<file path="src/rtl/miss_classifier.sv">
module miss_classifier #(
  parameter int ADDR_W      = 16,
  parameter int WAYS        = 1,
  parameter int LINE_WORDS  = 1,
  parameter int LINES       = 2,
  parameter int SEEN_BLOCKS = 64
) (
  input  logic              clk,
  input  logic              rst_n,
  input  logic              acc_valid,
  input  logic [ADDR_W-1:0] acc_addr,
  output logic              res_valid,
  output logic              res_hit,
  output logic [1:0]        res_class
);

  localparam int OFF_W  = $clog2(LINE_WORDS);
  localparam int BLK_W  = ADDR_W - OFF_W;
  localparam int SETS   = LINES / WAYS;
  localparam int IDX_W  = (SETS > 1) ? $clog2(SETS) : 1;
  localparam int WAY_W  = (WAYS > 1) ? $clog2(WAYS) : 1;
  localparam int LN_W   = (LINES > 1) ? $clog2(LINES) : 1;
  localparam int SEEN_W = $clog2(SEEN_BLOCKS);

  localparam logic [1:0] CL_HIT  = 2'b00;
  localparam logic [1:0] CL_COLD = 2'b01;
  localparam logic [1:0] CL_CAP  = 2'b10;
  localparam logic [1:0] CL_CONF = 2'b11;

  logic [BLK_W-1:0] blk;
  logic [IDX_W-1:0] idx;
  logic [LN_W-1:0]  base;
  logic             unused_low;

  assign blk = acc_addr[ADDR_W-1:OFF_W];

  generate
    if (OFF_W > 0) begin : g_off
      assign unused_low = ^acc_addr[OFF_W-1:0];
    end else begin : g_nooff
      assign unused_low = 1'b0;
    end
    if (SETS > 1) begin : g_idx
      assign idx = blk[IDX_W-1:0];
    end else begin : g_noidx
      assign idx = '0;
    end
  endgenerate

  assign base = LN_W'(int'(idx) * WAYS);

  logic [LINES-1:0] r_valid;
  logic [BLK_W-1:0] r_tag [LINES];
  logic             real_hit;
  logic [WAY_W-1:0] hit_way;
  logic [WAY_W-1:0] victim;
  logic [WAY_W-1:0] used_way;
  logic [LN_W-1:0]  fill_line;

  always_comb begin
    real_hit = 1'b0;
    hit_way  = '0;
    for (int w = 0; w < WAYS; w++) begin
      if (r_valid[int'(base) + w] && r_tag[int'(base) + w] == blk) begin
        real_hit = 1'b1;
        hit_way  = WAY_W'(w);
      end
    end
  end

  generate
    if (WAYS == 2) begin : g_two
      logic [SETS-1:0] lru;
      always_ff @(posedge clk) begin
        if (!rst_n)         lru <= '0;
        else if (acc_valid) lru[idx] <= ~used_way;
      end
      assign victim = !r_valid[base]         ? 1'b0 :
                      !r_valid[base + 1'b1]  ? 1'b1 : lru[idx];
    end else begin : g_one
      assign victim = '0;
    end
  endgenerate

  assign used_way  = real_hit ? hit_way : victim;
  assign fill_line = base + LN_W'(used_way);

  always_ff @(posedge clk) begin
    if (!rst_n)                     r_valid <= '0;
    else if (acc_valid && !real_hit) r_valid[fill_line] <= 1'b1;
  end

  always_ff @(posedge clk) begin
    if (acc_valid && !real_hit) r_tag[fill_line] <= blk;
  end

  logic [LINES-1:0] s_valid;
  logic [BLK_W-1:0] s_tag [LINES];
  logic             shadow_hit;
  logic [LN_W-1:0]  s_pos;

  always_comb begin
    shadow_hit = 1'b0;
    s_pos      = '0;
    for (int k = 0; k < LINES; k++) begin
      if (s_valid[k] && s_tag[k] == blk) begin
        shadow_hit = 1'b1;
        s_pos      = LN_W'(k);
      end
    end
  end

  always_ff @(posedge clk) begin
    if (!rst_n) begin
      s_valid <= '0;
    end else if (acc_valid) begin
      s_valid[0] <= 1'b1;
      for (int k = 1; k < LINES; k++)
        if (!shadow_hit || k <= int'(s_pos)) s_valid[k] <= s_valid[k-1];
    end
  end

  always_ff @(posedge clk) begin
    if (acc_valid) begin
      s_tag[0] <= blk;
      for (int k = 1; k < LINES; k++)
        if (!shadow_hit || k <= int'(s_pos)) s_tag[k] <= s_tag[k-1];
    end
  end

  logic [SEEN_BLOCKS-1:0] seen_map;
  logic                   seen_hit;

  assign seen_hit = seen_map[blk[SEEN_W-1:0]];

  always_ff @(posedge clk) begin
    if (!rst_n)         seen_map <= '0;
    else if (acc_valid) seen_map[blk[SEEN_W-1:0]] <= 1'b1;
  end

  logic [1:0] cls_next;

  assign cls_next = real_hit   ? CL_HIT  :
                    !seen_hit  ? CL_COLD :
                    shadow_hit ? CL_CONF : CL_CAP;

  always_ff @(posedge clk) begin
    if (!rst_n) begin
      res_valid <= 1'b0;
      res_hit   <= 1'b0;
      res_class <= CL_HIT;
    end else begin
      res_valid <= acc_valid;
      if (acc_valid) begin
        res_hit   <= real_hit;
        res_class <= cls_next;
      end
    end
  end

endmodule

</file>
<file path="config.mk">
export PLATFORM = sky130hd
export DESIGN_NAME = miss_classifier
export DESIGN_NICKNAME = d
export VERILOG_FILES = /design/src/rtl/miss_classifier.sv
export SDC_FILE = /design/constraint.sdc
export NUM_CORES = 1
export LEC_CHECK = 0
export BUFFER_PORTS_ARGS = -buffer_cell sky130_fd_sc_hd__buf_2
export CORE_MARGIN = 2
export CORE_UTILIZATION = 66
export CTS_CLUSTER_DIAMETER = 120
export DETAILED_ROUTE_END_ITERATION = 12
export PLACE_DENSITY = 0.86
export SLEW_MARGIN = 20
export SYNTH_ARGS = -nofsm -noshare
export SYNTH_HDL_FRONTEND = slang
export SYNTH_SLANG_ARGS = --single-unit
</file>
<file path="constraint.sdc">
create_clock -name clk -period 6.7 [get_ports clk]
set_input_delay 1.005 -clock clk [delete_from_list [all_inputs] [get_ports clk]]
set_output_delay 1.005 -clock clk [all_outputs]
set_load 0.005 [all_outputs]
</file>
==> results of run 1 <==
==> cell type report <==
cell class                      instances  area share
Timing Repair Buffer                   24      0.0198
Tap cell                              108      0.0209
Inverter                                2     0.00116
Clock inverter                         12      0.0143
Multi-Input combinational cell        314       0.351
Clock buffer                           19      0.0719
Sequential cell                       136       0.521
==> cell families (layout without fill, tap and decap cells) <==
group	count (synthesis)	after routing	synth area share
compound gates	84	84	0.0965
xor+xnor	47	47	0.0712
buf+inv	31	57	0.0268
flops	136	136	0.582
mux	42	42	0.0944
simple gates	141	141	0.129
==> layer usage <==
| metal | global-route usage | up-vias |
|---|---|---|
| met5 | 0 | - |
| met1 | 0.341 | 1821 |
| met4 | 0.123 | 0 |
| met2 | 0.453 | 117 |
| li1 | - | 1754 |
| met3 | 0.0662 | 27 |
==> sequential cells by signal, indices dropped and copies added, names as in the netlist <==
signal,flops
s_tag,32
seen_map,64
res_hit,1
res_valid,1
res_class,2
s_valid,2
r_tag,32
r_valid,2
==> worst max-delay path: stages <==
cell,delay [ns]
buf_2,0.07
buf_4,0.53
mux2i_1,0.36
xnor2_1,0.19
nor4_1,0.09
nand4_1,0.21
nand2_1,0.15
nor2_1,0.46
buf_4,0.30
==> worst paths after layout <==
check / start / endpoint / slack [ns] / cells past startpoint
max: acc_addr[0] / r_tag[1][6] / 3.53 / 9
min reg2reg: seen_map[54] / seen_map[54] / 0.47 / 1
min: seen_map[54] / seen_map[54] / 0.47 / 1
max reg2reg: r_tag[0][6] / r_tag[1][6] / 4.38 / 7
==> report_power, final <==
part           internal [uW]  leakage (uW)  switching, uW
Combinational           50.3      0.000806           79.9
Clock                    500      0.000276            351
Sequential               908       0.00120           15.8
Total                   1460       0.00228            447
==> cells in the mapped netlist, drive strengths merged (2+ instances only) <==
library cell and n:
dfxtp 72, o21a 37, edfxtp 64, mux2i 32, and2 5, nor3 6, nand4 5, a211oi 2
nor2b 35, o22ai 3, buf 16, clkbuf 13, a21oi 31, or3b 2, xor2 16, xnor2 31
o21ai 4, mux4 10, o32ai 2, nand3b 2, nand2b 2, nor4 9, nor2 42, inv 2
nand2 18, nand3 8
==> metrics by stage <==
step	util	area [sq um]	power (uW)	worst slack, ns	std cells
floorplan	-	5780	1030	3.65	481
global placement	0.686	5890	1060	2.93	584
detailed placement	0.686	5900	1070	3.06	584
CTS	0.751	6450	1920	3.52	615
global route	0.751	6450	1970	3.35	615
finish	0.751	6450	1900	3.53	615
==> reports/qor.yml, run 1 <==
run_status:
  status: "complete, no violations"
placement:
  dp_hpwl_microns: 7470
  gp_congestion: 0.785
  portBuffers: 22
detailed_routing:
  num_vias: 3719
  via_per_inst: 6.05
  met3_length_microns: 658
  route.detailed.drc: 0
  top_layer: "met4"
  routed-wl-met2_microns: 6310
  first_iter_violations: 271
  m1WireLength_microns: 4800
  ant_nets: 0
  totalWireLength_microns: 12000
  drt_first_pass_iters: 4
  wire_per_inst_microns: 19.5
synth:
  netlist.area_leader.share: 0.332
  netlist_area_sq_mm: 0.00578
  yosys.area.top_type: "edfxtp_1"
  synth-edff-count: 64
  syn_avg_cell_area_sq_um: 12.0
  ys_types: 47
  synth.area.top_cells: "edfxtp_1 (33%), dfxtp_1 (25%), mux2i_1 (5.5%)"
  synth_ff_type: "dfxtp_1"
  ys_seq_area_frac: 0.582
  async_flop_share: 0
  synth_nets: 500
  ys.warnings.count: 0
  syn_inst: 481
  ys_seq_elements: 136
timing:
  maxSlewViolCount: 0
  slew_headroom: 0.380
  hold_viol_final: 0
  worst_hold_slack_ns: 0.465
  rsz0062_at_grt: "false"
  setup_viol: 0
  fmax_ghz: 0.315
  worst_pin_slew_ns: 0.930
  tns_ns: 0
  clock_skew_ns: 0.00577
  layout_min_cycle_time_ns: 3.17
  period_share: 0.474
cts:
  cts_tree: "done"
  postCtsSetupBuffers: 0
  clk_latency_ns: 0.52
  htreeDepth: 4
  cts.repair.resized: 0
  clock_sinks: 136
  cts-root-buf: "clkbuf_8"
  ctsHoldBuffers: 0
  cts_buffer_depth: 2
  path_clk_slew_ns: 0.06
  cts_inserted_buffers: 17
setup_path:
  critical_path.max_fanout: 46
  crit_path_end_kind: "flop"
  worst_setup_path_start_kind: "input pin"
  cp.arrival_ns: 3.39
  worstPathRequired_ns: 6.91
  worstSetupPathType: "in2reg"
flow_run:
  drv_cap: 0
global_routing:
  grt_overflow: 0
  grt_first_pass_wirelength_microns: 20000
  grt_max_degree: 74
  grt_antenna_before_repair: 0
  grt_pass1_vias: 3877
  grt_usage: 0.273
power_and_ir_drop:
  p_per_area_mw_per_mm2: 295
  irDropWorstVdd_uv: 184
  leakagePower_uw: 0.00228
final_layout:
  diodes: 0
  seq_area_sq_mm: 0.00336
  syn_to_final_growth_pct: 11.7
  layout_commonest_cell: "dfxtp_1"
  drive_above_1_share: 0.144
  multi_input_area_sq_mm: 0.00226
  fin_nets: 514
  n_fill_cell: 558
  final_cell_mix: "dfxtp_1 (72), edfxtp_1 (64), nor2_1 (41), o21a_1 (37), nor2b_1 (35)"
floorplanning:
  die_width_microns: 97.6
  fp.dieArea_sq_mm: 0.00952
  rows: 34
  start_util: 0.673
  core_area_sq_mm: 0.00859
  die_h_microns: 97.6
  ios: 23
hold_path:
  hold_path_class: "reg2reg"
(Power assumes the default switching activity.)
==> run 2, diff against run 1 <==
CORE_UTILIZATION = 61   (was 66)
PLACE_DENSITY = 0.81   (was 0.86)
clock period = 3.1 ns   (was 6.7 ns; I/O delays follow)
==> run 2 against run 1 <==
Compared with the run above: sequential cell count did not move; first-iteration DRC count rose by 22%; non-clock buffer count rose by 14; sequential share of layout area fell by 1.0 points; wire length rose by 1.5%; count of clock-buffer cells in the layout fell by 2; die area rose by 7.9%; setup slack got worse by 2.9 ns; sequential power rose by 120%; clock skew rose by 0.0066 ns; worst hold slack got worse by 0.22 ns; critical path type unchanged.
==> reports/qor.yml, run 2 (same netlist as run 1, synthesis figures left out) <==
detailed_routing:
  via_per_inst: 6.01  # -0.57%
  totalWireLength_microns: 12200  # +1.5%
  first_iter_violations: 330  # +22%
  ant_nets: 0  # unchanged
  num_vias: 3806  # +2.3%
  wire_per_inst_microns: 19.3  # -1.4%
  drt_first_pass_iters: 4  # unchanged
  route.detailed.drc: 0  # unchanged
hold_path:
  hold_path_class: "in2reg"
timing:
  slew_headroom: 0.482  # +0.102
  maxSlewViolCount: 0  # unchanged
  clock_skew_ns: 0.0124  # +0.00659 ns
  layout_min_cycle_time_ns: 2.43
  period_share: 0.784
  hold_viol_final: 0  # unchanged
  setup_viol: 0  # unchanged
  rsz0062_at_grt: "false"
  fmax_ghz: 0.412
  worst_hold_slack_ns: 0.247  # -0.218 ns
  tns_ns: 0  # unchanged
  worst_pin_slew_ns: 0.774  # -0.156 ns
setup_path:
  worstSetupPathType: "in2reg"
  cp.arrival_ns: 2.66  # -0.73 ns
  crit_path_end_kind: "flop"
  worstPathRequired_ns: 3.33  # -3.58 ns
  worst_setup_path_start_kind: "input pin"
  critical_path.max_fanout: 22  # -52%
global_routing:
  grt_usage: 0.257  # -0.0160
  grt_antenna_before_repair: 0  # unchanged
  grt_use_met3: 0.0566  # -0.00960
  grt_first_pass_wirelength_microns: 19500  # -2.2%
  grt_pass1_vias: 3910  # +0.85%
  grt_use_met1: 0.331  # -0.0104
  grt_overflow: 0  # unchanged
  grt-busiest-layer: "met2"
  use_met2: 0.417  # -0.0353
  grt_max_degree: 54  # -27%
floorplanning:
  core_area_sq_mm: 0.00920  # +7.0%
  die_h_microns: 101  # +3.9%
  rows: 35  # +2.9%
  start_util: 0.629  # -0.0441
  ios: 23  # unchanged
  die_width_microns: 101  # +3.9%
  fp.dieArea_sq_mm: 0.0103  # +7.9%
final_layout:
  n_fill_cell: 622  # +11%
  diodes: 0  # unchanged
  layout_commonest_cell: "dfxtp_1"
  syn_to_final_growth_pct: 13.9
  drive_above_1_share: 0.167  # +0.0227
  reg_top3: "seen_map (64), r_tag (32), s_tag (32)"
  largest_reg_flops: 64  # unchanged
  fin_nets: 528  # +2.7%
  max_flop_register: "seen_map"
  final_util: 0.716  # -0.0351
  final_cell_mix: "dfxtp_1 (72), edfxtp_1 (64), nor2_1 (42), o21a_1 (37), nor2b_1 (35)"
  multi_input_area_sq_mm: 0.00226  # -0.11%
  seq_area_sq_mm: 0.00336  # unchanged
cts:
  ctsHoldBuffers: 0  # unchanged
  htreeDepth: 4  # unchanged
  cts_inserted_buffers: 17  # unchanged
  postCtsSetupBuffers: 0  # unchanged
  cts-root-buf: "clkbuf_8"
  cts_tree: "done"
  clock_sinks: 136  # unchanged
  clk_latency_ns: 0.52  # about the same
  cts_buffer_depth: 2  # unchanged
  cts.repair.resized: 0  # unchanged
  path_clk_slew_ns: 0.06  # about the same
power_and_ir_drop:
  seq_power_share: 0.472  # -0.013
  irDropWorstVdd_uv: 469  # +150%
  leakagePower_uw: 0.00235  # +3.1%
  switching_share: 0.234  # -0.000929
  p_per_area_mw_per_mm2: 642  # +120%
  p_comb_frac: 0.069  # about the same
  p_int_uw: 3240  # +120%
  clkPwrFrac: 0.459  # +0.012
  p_switching_uw: 988  # +120%
flow_run:
  drv_cap: 0  # unchanged
placement:
  dp_hpwl_microns: 8060  # +7.9%
  gp_congestion: 0.869  # +11%
  portBuffers: 22  # unchanged
run_status:
  status: "complete, no violations"
[run 2: cell types whose count changed in the layout (fill, tap and decap cells not counted), sizes merged]
cell	before	now
clkinv	9	5
clkinvlp	1	3
clkbuf	19	17
buf	24	38
bufinv	0	2
inv	4	7
[run 2: critical path, cell delays in order]
cell,delay [ns]
buf_2,0.45
mux2i_1,0.31
xnor2_1,0.17
nor4_1,0.09
nand4_1,0.12
nand2_1,0.11
nor2_1,0.62
buf_4,0.31
[run 2: cell type report]
class	count	share of cell area
sequential	136	0.511
multi-input combinational	314	0.344
clock buffer	17	0.0629
timing repair buffer	38	0.0350
clock inverter	15	0.0257
tap	111	0.0211
inverter	2	0.00114
[run 2: final timing paths]
path / depth (start not counted) / slack, ns / start / end
max: 8 / 0.67 / acc_addr[0] / r_tag[0][11]
min: 1 / 0.25 / acc_addr[8] / r_tag[0][8]
max reg2reg: 7 / 0.79 / r_tag[0][2] / r_tag[0][11]
min reg2reg: 2 / 0.46 / res_class[1] / res_class[1]
[run 2: power groups by stage]
stage	Clock (uW)	Sequential, uW	Combinational (uW)
final	1940	2000	293
after global placement	0	2030	283
after detailed placement	0	2030	289
after CTS	1960	1990	294
after floorplan	0	2020	204
after global routing	2040	2000	321
[run 2: stage by stage]
step | worst slack [ns] | instances | total power (uW) | instance area, sq um
after floorplan | 0.588 | 481 | 2230 | 5780
after global placement | 0.343 | 601 | 2310 | 6000
after detailed placement | 0.214 | 601 | 2320 | 6000
after CTS | 0.684 | 633 | 4250 | 6590
after global routing | 0.555 | 633 | 4360 | 6590
final | 0.670 | 633 | 4230 | 6590
[run 2: metal layers]
| layer | vias to the layer above | wire, microns |
|---|---|---|
| met5 | - | 0 |
| met4 | 0 | 299 |
| met3 | 26 | 661 |
| met2 | 119 | 5900 |
| met1 | 1878 | 5340 |
| li1 | 1783 | - |
